**config.mk**
```make
export PLATFORM = sky130hd
export DESIGN_NAME = ras_predictor
export DESIGN_NICKNAME = d
export VERILOG_FILES = /design/src/rtl/ras_pkg.sv /design/src/rtl/ras_op_decode.sv /design/src/rtl/ras_occupancy_fsm.sv /design/src/rtl/ras_entry_stack.sv /design/src/rtl/ras_predictor.sv
export SDC_FILE = /design/constraint.sdc
export NUM_CORES = 1
export LEC_CHECK = 0
export BUFFER_PORTS_ARGS = -buffer_cell sky130_fd_sc_hd__buf_2
export CORE_ASPECT_RATIO = 1.2
export CORE_UTILIZATION = 55
export DETAILED_ROUTE_END_ITERATION = 6
export PLACE_DENSITY_LB_ADDON = 0.2
export SYNTH_ARGS = -nofsm -noshare
export SYNTH_HDL_FRONTEND = slang
export SYNTH_SLANG_ARGS = --single-unit
```
**constraint.sdc**
```tcl
create_clock -name clk -period 1.4 [get_ports clk]
set_clock_uncertainty 0.2 [all_clocks]
set_input_delay 0.07 -clock clk [delete_from_list [all_inputs] [get_ports clk]]
set_output_delay 0.07 -clock clk [all_outputs]
set_load 0.1 [all_outputs]
```
**src/rtl/ras_pkg.sv**
```systemverilog
package ras_pkg;

    typedef enum logic [1:0] {
        OP_IDLE = 2'd0,
        OP_PUSH = 2'd1,
        OP_POP  = 2'd2,
        OP_SWAP = 2'd3
    } ras_op_e;

    typedef enum logic [1:0] {
        RAS_EMPTY   = 2'd0,
        RAS_PARTIAL = 2'd1,
        RAS_FULL    = 2'd2
    } ras_state_e;

    function automatic logic op_reads_top(input ras_op_e op);
        return (op == OP_POP) || (op == OP_SWAP);
    endfunction

endpackage

```
**src/rtl/ras_op_decode.sv**
```systemverilog
module ras_op_decode
    import ras_pkg::*;
(
    input  logic    push_en,
    input  logic    pop_en,
    output ras_op_e op
);

    always_comb begin
        unique case ({push_en, pop_en})
            2'b10:   op = OP_PUSH;
            2'b01:   op = OP_POP;
            2'b11:   op = OP_SWAP;
            default: op = OP_IDLE;
        endcase
    end

endmodule

```
**src/rtl/ras_occupancy_fsm.sv**
```systemverilog
module ras_occupancy_fsm
    import ras_pkg::*;
#(
    parameter int DEPTH = 8,
    localparam int CNT_W = $clog2(DEPTH + 1)
) (
    input  logic             clk,
    input  logic             rst_n,
    input  ras_op_e          op,
    output logic [CNT_W-1:0] count,
    output ras_state_e       state,
    output logic             live
);

    localparam logic [CNT_W-1:0] CNT_MAX = CNT_W'(DEPTH);
    localparam logic [CNT_W-1:0] CNT_ONE = CNT_W'(1);

    ras_state_e       state_q, state_d;
    logic [CNT_W-1:0] count_q, count_d;

    // Next-state and next-count logic
    always_comb begin
        state_d = state_q;
        count_d = count_q;
        unique case (state_q)
            RAS_EMPTY: begin
                if (op == OP_PUSH || op == OP_SWAP) begin
                    count_d = CNT_ONE;
                    state_d = (DEPTH == 1) ? RAS_FULL : RAS_PARTIAL;
                end
            end
            RAS_PARTIAL: begin
                unique case (op)
                    OP_PUSH: begin
                        count_d = count_q + CNT_ONE;
                        if (count_q == CNT_MAX - CNT_ONE) state_d = RAS_FULL;
                    end
                    OP_POP: begin
                        count_d = count_q - CNT_ONE;
                        if (count_q == CNT_ONE) state_d = RAS_EMPTY;
                    end
                    default: ;
                endcase
            end
            RAS_FULL: begin
                if (op == OP_POP) begin
                    count_d = count_q - CNT_ONE;
                    state_d = (DEPTH == 1) ? RAS_EMPTY : RAS_PARTIAL;
                end
            end
            default: begin
                state_d = RAS_EMPTY;
                count_d = '0;
            end
        endcase
    end

    // State register
    always_ff @(posedge clk or negedge rst_n) begin
        if (!rst_n) begin
            state_q <= RAS_EMPTY;
            count_q <= '0;
        end else begin
            state_q <= state_d;
            count_q <= count_d;
        end
    end

    // Outputs
    always_comb begin
        state = state_q;
        count = count_q;
        live  = (state_q != RAS_EMPTY);
    end

endmodule

```
**src/rtl/ras_entry_stack.sv**
```systemverilog
module ras_entry_stack
    import ras_pkg::*;
#(
    parameter int DEPTH  = 8,
    parameter int ADDR_W = 32
) (
    input  logic              clk,
    input  logic              rst_n,
    input  ras_op_e           op,
    input  logic [ADDR_W-1:0] ret_addr,
    output logic [ADDR_W-1:0] top,
    output logic [ADDR_W-1:0] bottom
);

    logic [ADDR_W-1:0] slot [DEPTH];

    for (genvar i = 0; i < DEPTH; i++) begin : g_slot
        logic [ADDR_W-1:0] shallower;
        logic [ADDR_W-1:0] deeper;

        if (i == 0) begin : g_first
            assign shallower = ret_addr;
        end else begin : g_inner_s
            assign shallower = slot[i-1];
        end

        if (i == DEPTH - 1) begin : g_last
            assign deeper = slot[i];
        end else begin : g_inner_d
            assign deeper = slot[i+1];
        end

        always_ff @(posedge clk or negedge rst_n) begin
            if (!rst_n) begin
                slot[i] <= '0;
            end else begin
                unique case (op)
                    OP_PUSH: slot[i] <= shallower;
                    OP_POP:  slot[i] <= deeper;
                    OP_SWAP: if (i == 0) slot[i] <= ret_addr;
                    default: ;
                endcase
            end
        end
    end

    assign top    = slot[0];
    assign bottom = slot[DEPTH-1];

endmodule

```
**src/rtl/ras_predictor.sv**
```systemverilog
module ras_predictor
    import ras_pkg::*;
#(
    parameter int DEPTH    = 8,
    parameter int ADDR_W   = 32,
    parameter int RET_STEP = 4
) (
    input  logic              clk,
    input  logic              rst_n,
    input  logic              push_en,
    input  logic [ADDR_W-1:0] call_pc,
    input  logic              pop_en,
    output logic [ADDR_W-1:0] pred_target,
    output logic              pred_valid
);

    localparam int CNT_W = $clog2(DEPTH + 1);

    ras_op_e           op;
    ras_state_e        occ_state;
    logic [CNT_W-1:0]  occ_count;
    logic              occ_live;
    logic [ADDR_W-1:0] ret_addr;
    logic [ADDR_W-1:0] stk_top;
    logic [ADDR_W-1:0] stk_bottom;

    assign ret_addr = call_pc + ADDR_W'(RET_STEP);

    ras_op_decode u_dec (
        .push_en (push_en),
        .pop_en  (pop_en),
        .op      (op)
    );

    ras_occupancy_fsm #(.DEPTH(DEPTH)) u_occ (
        .clk   (clk),
        .rst_n (rst_n),
        .op    (op),
        .count (occ_count),
        .state (occ_state),
        .live  (occ_live)
    );

    ras_entry_stack #(.DEPTH(DEPTH), .ADDR_W(ADDR_W)) u_stk (
        .clk      (clk),
        .rst_n    (rst_n),
        .op       (op),
        .ret_addr (ret_addr),
        .top      (stk_top),
        .bottom   (stk_bottom)
    );

    always_ff @(posedge clk or negedge rst_n) begin
        if (!rst_n) begin
            pred_target <= '0;
            pred_valid  <= 1'b0;
        end else if (op_reads_top(op)) begin
            pred_target <= stk_top;
            pred_valid  <= occ_live;
        end else begin
            pred_valid  <= 1'b0;
        end
    end

endmodule

```
## Word level (Yosys, flattened, before mapping)

Cells that the tools add are included.

| storage, ports and cells | value |
|---|---|
| bits of input ports | 36 |
| output and inout port bits | 33 |
| logic and storage cells | 58 |
| register bits after elaboration | 295 |

| operators by class | value |
|---|---|
| muxes and demuxes | 19 |
| $add $sub $neg | 3 |
| reductions and logical operators | 9 |
| equal/unequal tests | 15 |

Operators by type and width:

| operator | count |
|---|---|
| case mux 32 bit (2 select lines) | 7 |
| adder 32 x 3 -> 32 bit (second input constant) | 1 |
| case mux 2 bit (3 select lines) | 2 |
| case mux 4 bit (3 select lines) | 1 |
| equality test 2 bit (second input constant) | 5 |
| 2-to-1 mux 2 bit | 4 |
| 2-to-1 mux 4 bit | 2 |
| case mux 4 bit (2 select lines) | 1 |
| equality test 2 x 1 -> 1 bit (second input constant) | 3 |
| inequality test 3 x 2 -> 1 bit (second input constant) | 2 |
| nonzero test 2 bit | 3 |
| AND reduction 5 bit | 1 |
| adder 4 x 1 -> 4 bit (second input constant) | 1 |
| equality test 4 x 1 -> 1 bit (second input constant) | 1 |
| equality test 4 x 3 -> 1 bit (second input constant) | 1 |
| case mux 2 bit (2 select lines) | 1 |
| subtractor 4 x 1 -> 4 bit (second input constant) | 1 |
| inequality test 3 bit (second input constant) | 1 |
| AND reduction 3 bit | 1 |
| zero test 2 bit | 1 |
| logical OR 1 bit | 2 |
| inequality test 2 x 1 -> 1 bit (second input constant) | 1 |
| inequality test 2 bit (second input constant) | 1 |
| OR reduction 2 bit | 1 |
| 2-to-1 mux 1 bit | 1 |

## Depth between registers and ports, before layout

| logic depth | value |
|---|---|
| depth after elaboration | 6 |
| gate-level depth with buffers | 9 |
| gate-level depth less buffers | 7 |

## Modules after synthesis

Synthesis repeated with hierarchy kept, for this count alone.

| second synthesis, totals | value |
|---|---|
| cells, all modules | 1309 |
| area total of the unflattened synthesis | 14133.6 sq um |

By module, submodules not included:

| module | cells an instance | times used | area each (sq um) |
|---|---|---|---|
| ras_entry_stack | 1087 | 1 | 11762.5 |
| ras_predictor | 163 | 1 | 1824.2 |
| ras_occupancy_fsm | 57 | 1 | 539.3 |
| ras_op_decode | 2 | 1 | 7.5 |

## Worst setup path before layout

Ideal clock, no wire load.

| path | value |
|---|---|
| kind | input to register |
| from | in pop_en |
| to | reg u_stk.slot (netlist bit u_stk.top[18]) |
| setup slack | -456 ps |
| library setup time | 144 ps |
| data arrival time | 1512 ps |
| buffers on the path | 3 |
| stages on the path | 8 |
| required time | 1056 ps |
| cell sequence | inv_1 -> ha_1 -> buf_2 -> or2_2 -> clkbuf_1 -> nand2b_1 -> clkbuf_1 -> o221ai_1 |

| on the way | value |
|---|---|
| cells in the longest elaborated chain, start to end | 5 |
| elaborated cells on any way between the ends | 10 |
| classes of those cells | eq/ne (6); mux (2); reduce/logical (2) |

RTL lines:

| what | RTL line | text |
|---|---|---|
| start, declared | ras_predictor.sv:12 | `input logic pop_en,` |
| equality test 2 bit / equality test 2 x 1 -> 1 bit (equally long branches) | ras_op_decode.sv:10 | `unique case ({push_en, pop_en})` |
| case mux 2 bit (3 select lines) * | ras_op_decode.sv:10 |  |
| equality test 2 bit / equality test 2 x 1 -> 1 bit (equally long branches) | ras_entry_stack.sv:37 | `unique case (op)` |
| OR reduction 2 bit (no source line) | - |  |
| case mux 32 bit (2 select lines) / nonzero test 2 bit (equally long branches) | - |  |
| end signal, assigned by index | ras_entry_stack.sv:38 | `OP_PUSH: slot[i] <= shallower;` |
| end signal, assigned by index | ras_entry_stack.sv:39 | `OP_POP: slot[i] <= deeper;` |
| end signal, assigned by index | ras_entry_stack.sv:40 | `OP_SWAP: if (i == 0) slot[i] <= ret_addr;` |
| end, declared | ras_entry_stack.sv:15 | `logic [ADDR_W-1:0] slot [DEPTH];` |

Mark *: on every way between the ends. The rest lies on a longest branch, timed or not.
A chain may end at the register's enable or synchronous reset.

## Worst setup path after layout

| path | value |
|---|---|
| from | reg u_occ.count_q[0], in the netlist u_occ.count[0] |
| to | reg u_occ.count_q[1], in the netlist u_occ.count[1] |

| on the way | value |
|---|---|
| cells in the longest elaborated chain, start to end | 3 |
| elaborated cells on any way between the ends | 5 |
| classes of those cells | add/sub (2); mux (3) |

RTL lines:

| what | RTL line | text |
|---|---|---|
| start, declared | ras_occupancy_fsm.sv:19 | `logic [CNT_W-1:0] count_q, count_d;` |
| start signal, assigned | ras_occupancy_fsm.sv:65 | `count_q <= count_d;` |
| subtractor 4 x 1 -> 4 bit / adder 4 x 1 -> 4 bit (equally long branches) | ras_occupancy_fsm.sv:39, ras_occupancy_fsm.sv:47, ras_occupancy_fsm.sv:35 |  |
| case mux 4 bit (2 select lines) / 2-to-1 mux 4 bit (equally long branches) | ras_occupancy_fsm.sv:33, ras_occupancy_fsm.sv:46 |  |
| case mux 4 bit (3 select lines) * | ras_occupancy_fsm.sv:25 | `unique case (state_q)` |

Mark *: on every way between the ends. The rest lies on a longest branch, timed or not. The select of a mux whose other input is x is not followed.

==> qor.log <==
INFO  synth          number_of_standard_cells_after_synthesis=1268
INFO  status         violations=negative hold slack, negative setup slack
INFO  worst_setup_path worst-endpoint-required=1.67ns
INFO  worst_setup_path crit_type=reg -> reg
INFO  cts            cts.htree.levels=1
INFO  cts            clock_tree_from_tritoncts=built
INFO  cells_and_area layout.filler_cells=1534
INFO  cts            clock_pin_slew_of_the_registers_on_the_worst_case_setup_and_hold_paths=0.07ns
INFO  cts            cts_buffers=29
INFO  cts            cts.sinks=295
INFO  cells_and_area syn2layout_area_growth=30.9%
INFO  synth          count_of_flip_flops_with_a_built_in_enable_after_synthesis=0
INFO  worst_setup_path path_buf_inv=1
INFO  synth          ys_warn_count=0
INFO  status         run_status=finished, violations left
INFO  timing         timing.final.max_slew_violations=0
INFO  floorplan      die_y=174microns
INFO  worst_setup_path crit_end_element=flop
INFO  floorplan      dieArea=25400squm
INFO  synth          ys_async_sr_fraction=1.00
INFO  worst_setup_path worst-r2r-setup-slack=-0.21ns
INFO  synth          yosysTopAreaCellShare=0.542
INFO  place          numPortBuffers=68
INFO  detailed_routing drt.antenna.violating_nets=0
INFO  synth          syn-mean-instance-area=10.7squm
INFO  timing         max_slew.worst_pin.slew=0.369ns
INFO  cts            cts_max_path_buffers=3
INFO  synth          area_fraction_in_compound_gates_after_synthesis=0.0991
INFO  synth          yosysSeqAreaShare=0.542
INFO  synth          synthesis.area=13600squm
INFO  grt            first_global_vias=10500
INFO  timing         minimum_clock_period_after_layout=1.61ns
INFO  synth          yosys_most_used_dff=sky130_fd_sc_hd__dfrtp_1
INFO  worst_setup_path cp_max_fo=7
INFO  floorplan      floorplan.die.width=146microns
INFO  synth          synth_adder_area_share=0.00827
INFO  detailed_routing drt_wl_total=33000microns
INFO  grt            globalRouteTotalUtil=0.261
INFO  worst_setup_path r2r-start=u_occ.count[0]
INFO  timing         finalSetupViolations=38
INFO  place          place_hpwl=20700microns
INFO  detailed_routing route.detailed.vias_per_inst=5.71
INFO  worst_hold_path hold_class=in -> async
INFO  power          worst_ir_drop_vdd=0.00172V
INFO  cts            worstSkewPairLatency=0.55ns
INFO  floorplan      io-pin-count=69
INFO  timing         timing.hold.ws=-0.221ns
INFO  cells_and_area final_util=0.739
INFO  synth          muxShareOfSynthArea=0.201
INFO  cells_and_area final_layout_size_suffix_gt1_frac=0.280
INFO  place          dp_worst_setup_slack=-0.390ns
INFO  worst_setup_path crit_path_top_delay_cell=sky130_fd_sc_hd__dfrtp_2
INFO  cells_and_area layoutNonFillerInstCount=1798
INFO  timing         max_fclk=0.622GHz
INFO  detailed_routing dr.first_iter.drc_count=686
INFO  timing         hold_viol=17
INFO  timing         setup_repair_after_global_routing_missed_its_margin=true
INFO  worst_setup_path worstPathCellList=inv_2 -> ha_4 -> xnor2_2 -> o22ai_1 -> nand2_1 -> o21ai_1
INFO  place          placed_cells_incl_taps=1702
INFO  worst_setup_path stage_delay_of_the_slowest_cell_on_the_critical_path=0.47ns
INFO  worst_setup_path worst_path_dominant_cell_family=flip-flops
INFO  detailed_routing route.vias.total=10300
INFO  cts            root_buffer=sky130_fd_sc_hd__clkbuf_16
INFO  detailed_routing drc=0
INFO  synth          synth.largest_area_cell=sky130_fd_sc_hd__dfrtp_1
INFO  worst_setup_path crit_path_start=u_occ.count[0]
INFO  timing         max_slew_margin=0.752
INFO  grt            grt_antenna_before_repair=0
INFO  place          place.gp.congestion=0.921
INFO  synth          synth.top_cells.by_area=sky130_fd_sc_hd__dfrtp_1 54%, sky130_fd_sc_hd__mux2i_1 15%, sky130_fd_sc_hd__a21oi_1 7.4%, sky130_fd_sc_hd__nor2_1 5.9%, sky130_fd_sc_hd__mux2_2 5.3%
INFO  floorplan      initial_utilization=0.564
INFO  synth          post_synthesis_cell_type_count=43
INFO  cells_and_area antenna_cells=0
INFO  cells_and_area final_nets=1500
INFO  synth          synthXorXnorAreaFrac=0.0193
INFO  timing         post-route-period-util=1.15
INFO  power          leakagePower=7.30nW
INFO  power          post-layout-total-power=32.8mW
INFO  detailed_routing drt_first_pass_iters=5
INFO  worst_setup_path worst-endpoint-arrival=1.88ns
INFO  timing         final_worst_path_setup_slack=-0.209ns
INFO  floorplan      core=24100squm
INFO  floorplan      row_count=62
INFO  synth          ys_ff_latch=295
INFO  grt            grt_remaining_overflow=0
INFO  flow_run       max_capacitance_violation_count=0
INFO  grt            first_pass_grt_wire_length=53700microns
INFO  power          power_per_cell_area=1840nW/um^2
INFO  synth          synth_simple_gate_area_share=0.103
INFO  worst_setup_path crit_path_start_kind=flop
INFO  synth          synth.net_count=1313
INFO  detailed_routing wire_per_inst=18.4microns
INFO  grt            grt_start_max_net_pins=49
INFO  synth          main_combinational_cell_family_by_area_after_synthesis=multiplexers
final cells by class:
type / instances / area (sq um) / share of cell area
repair buffers: 239 / 2620 / 0.147
inverters: 9 / 48.8 / 0.00274
clock inverters: 11 / 123 / 0.00688
clock buffers: 43 / 908 / 0.0510
multi-input cells: 881 / 6290 / 0.353
well taps: 320 / 400 / 0.0225
flip-flops and latches: 295 / 7430 / 0.417
cells by family (layout without fill, tap and decap cells):
family	after synthesis	count (layout)
xor gates and xnor gates	30	30
muxes	266	266
DFF	295	295
buffers and inverters	93	302
adders and majority gates	9	9
and+or+nand+nor	326	326
AOI/OAI and AO/OA	249	250
per-layer routing:
layer | vias up | part of all wire | wire (microns) | GRT usage
met1 | 5126 | 0.46 | 15300 | 0.379
met5 | - | 0 | 0 | 0
met2 | 259 | 0.47 | 15600 | 0.422
met3 | 48 | 0.043 | 1430 | 0.0297
met4 | 0 | 0.019 | 634 | 0.0588
li1 | 4828 | - | - | -
metrics by stage:
step	area (sq um)	setup TNS, ns
detailed placement	15700	-56.68
global placement	15700	-50.39
floorplan	14100	-1.42
finish	17800	-1.52
CTS	17500	-1.71
global route	17800	-2.53
state kept, by name (all words and copies together) (netlist names):
name and cells:
u_occ.state 2, pred_valid 1, u_stk.bottom 32, u_occ.count 4, u_stk.g_slot.deeper 192, u_stk.top 32, pred_target 32
placed cells by master, fill, tap and decap left out, drive strengths merged, types with 2 or more instances in the layout:
| cell type | netlist | routed |
|---|---|---|
| a211oi | 2 | 2 |
| a21oi | 200 | 200 |
| and3 | 4 | 4 |
| and4 | 4 | 4 |
| buf | 28 | 206 |
| bufinv | 0 | 2 |
| clkbuf | 56 | 43 |
| clkinv | 0 | 7 |
| dfrtp | 295 | 295 |
| dlygate4sd3 | 0 | 33 |
| ha | 9 | 9 |
| inv | 9 | 10 |
| mux2 | 64 | 64 |
| mux2i | 202 | 202 |
| nand2 | 58 | 58 |
| nand2b | 5 | 5 |
| nand3 | 11 | 11 |
| nand4 | 11 | 11 |
| nor2 | 213 | 213 |
| nor3 | 5 | 5 |
| nor4 | 9 | 9 |
| o21ai | 18 | 18 |
| o221ai | 15 | 15 |
| o22ai | 3 | 3 |
| o31ai | 4 | 4 |
| o32a | 1 | 2 |
| xnor2 | 18 | 18 |
| xor2 | 12 | 12 |
worst paths after layout:
kind,to,depth (start not counted)
setup / recovery,u_occ.count[1],6
hold / removal,u_stk.bottom[9],2
setup reg to reg,u_occ.count[1],6
hold reg to reg,u_stk.bottom[22],1
max in group asynchronous,u_occ.count[1],3
min in group clk,u_stk.top[10],5
synth_stat cells, types with 3 or more instances:
master	n
sky130_fd_sc_hd__nand2b_1	5
sky130_fd_sc_hd__o31ai_1	4
sky130_fd_sc_hd__o22ai_1	3
sky130_fd_sc_hd__nor2_1	213
sky130_fd_sc_hd__dfrtp_1	295
sky130_fd_sc_hd__buf_1	21
sky130_fd_sc_hd__o221ai_1	14
sky130_fd_sc_hd__nand3_1	10
sky130_fd_sc_hd__nor4_1	8
sky130_fd_sc_hd__ha_1	9
sky130_fd_sc_hd__and3_1	4
sky130_fd_sc_hd__mux2_2	64
sky130_fd_sc_hd__inv_1	9
sky130_fd_sc_hd__a21oi_1	200
sky130_fd_sc_hd__o21ai_0	18
sky130_fd_sc_hd__xnor2_1	18
sky130_fd_sc_hd__nor3_1	5
sky130_fd_sc_hd__nand4_1	10
sky130_fd_sc_hd__clkbuf_1	56
sky130_fd_sc_hd__mux2i_1	202
sky130_fd_sc_hd__nand2_1	58
sky130_fd_sc_hd__buf_2	7
sky130_fd_sc_hd__xor2_1	12
report_power, final:
part	switching [mW]	total, mW	internal, mW
Clock	3.35	8.21	4.86
Sequential	2.78	14.3	11.5
Combinational	5.43	10.3	4.88
Total	11.6	32.8	21.2
worst reg2reg max path: cells and delay by family, from the launching register on:
family	cells	cell delay (ns)
flops	1	0.47
buf+inv	1	0.08
compound gates	2	0.27
xor+xnor	1	0.15
fa+ha+maj	1	0.26
simple gates	1	0.10
what timing repair did:
action	4_1_cts	5_1_grt
setup buffers	4	9
endpoints found under the setup margin	39	51
gates cloned	0	1
gates resized for setup	110	55
hold buffers	33	3
pin swaps	12	23
endpoints found under the hold margin	325	19
No activity file was read; power rests on OpenSTA's default activity.
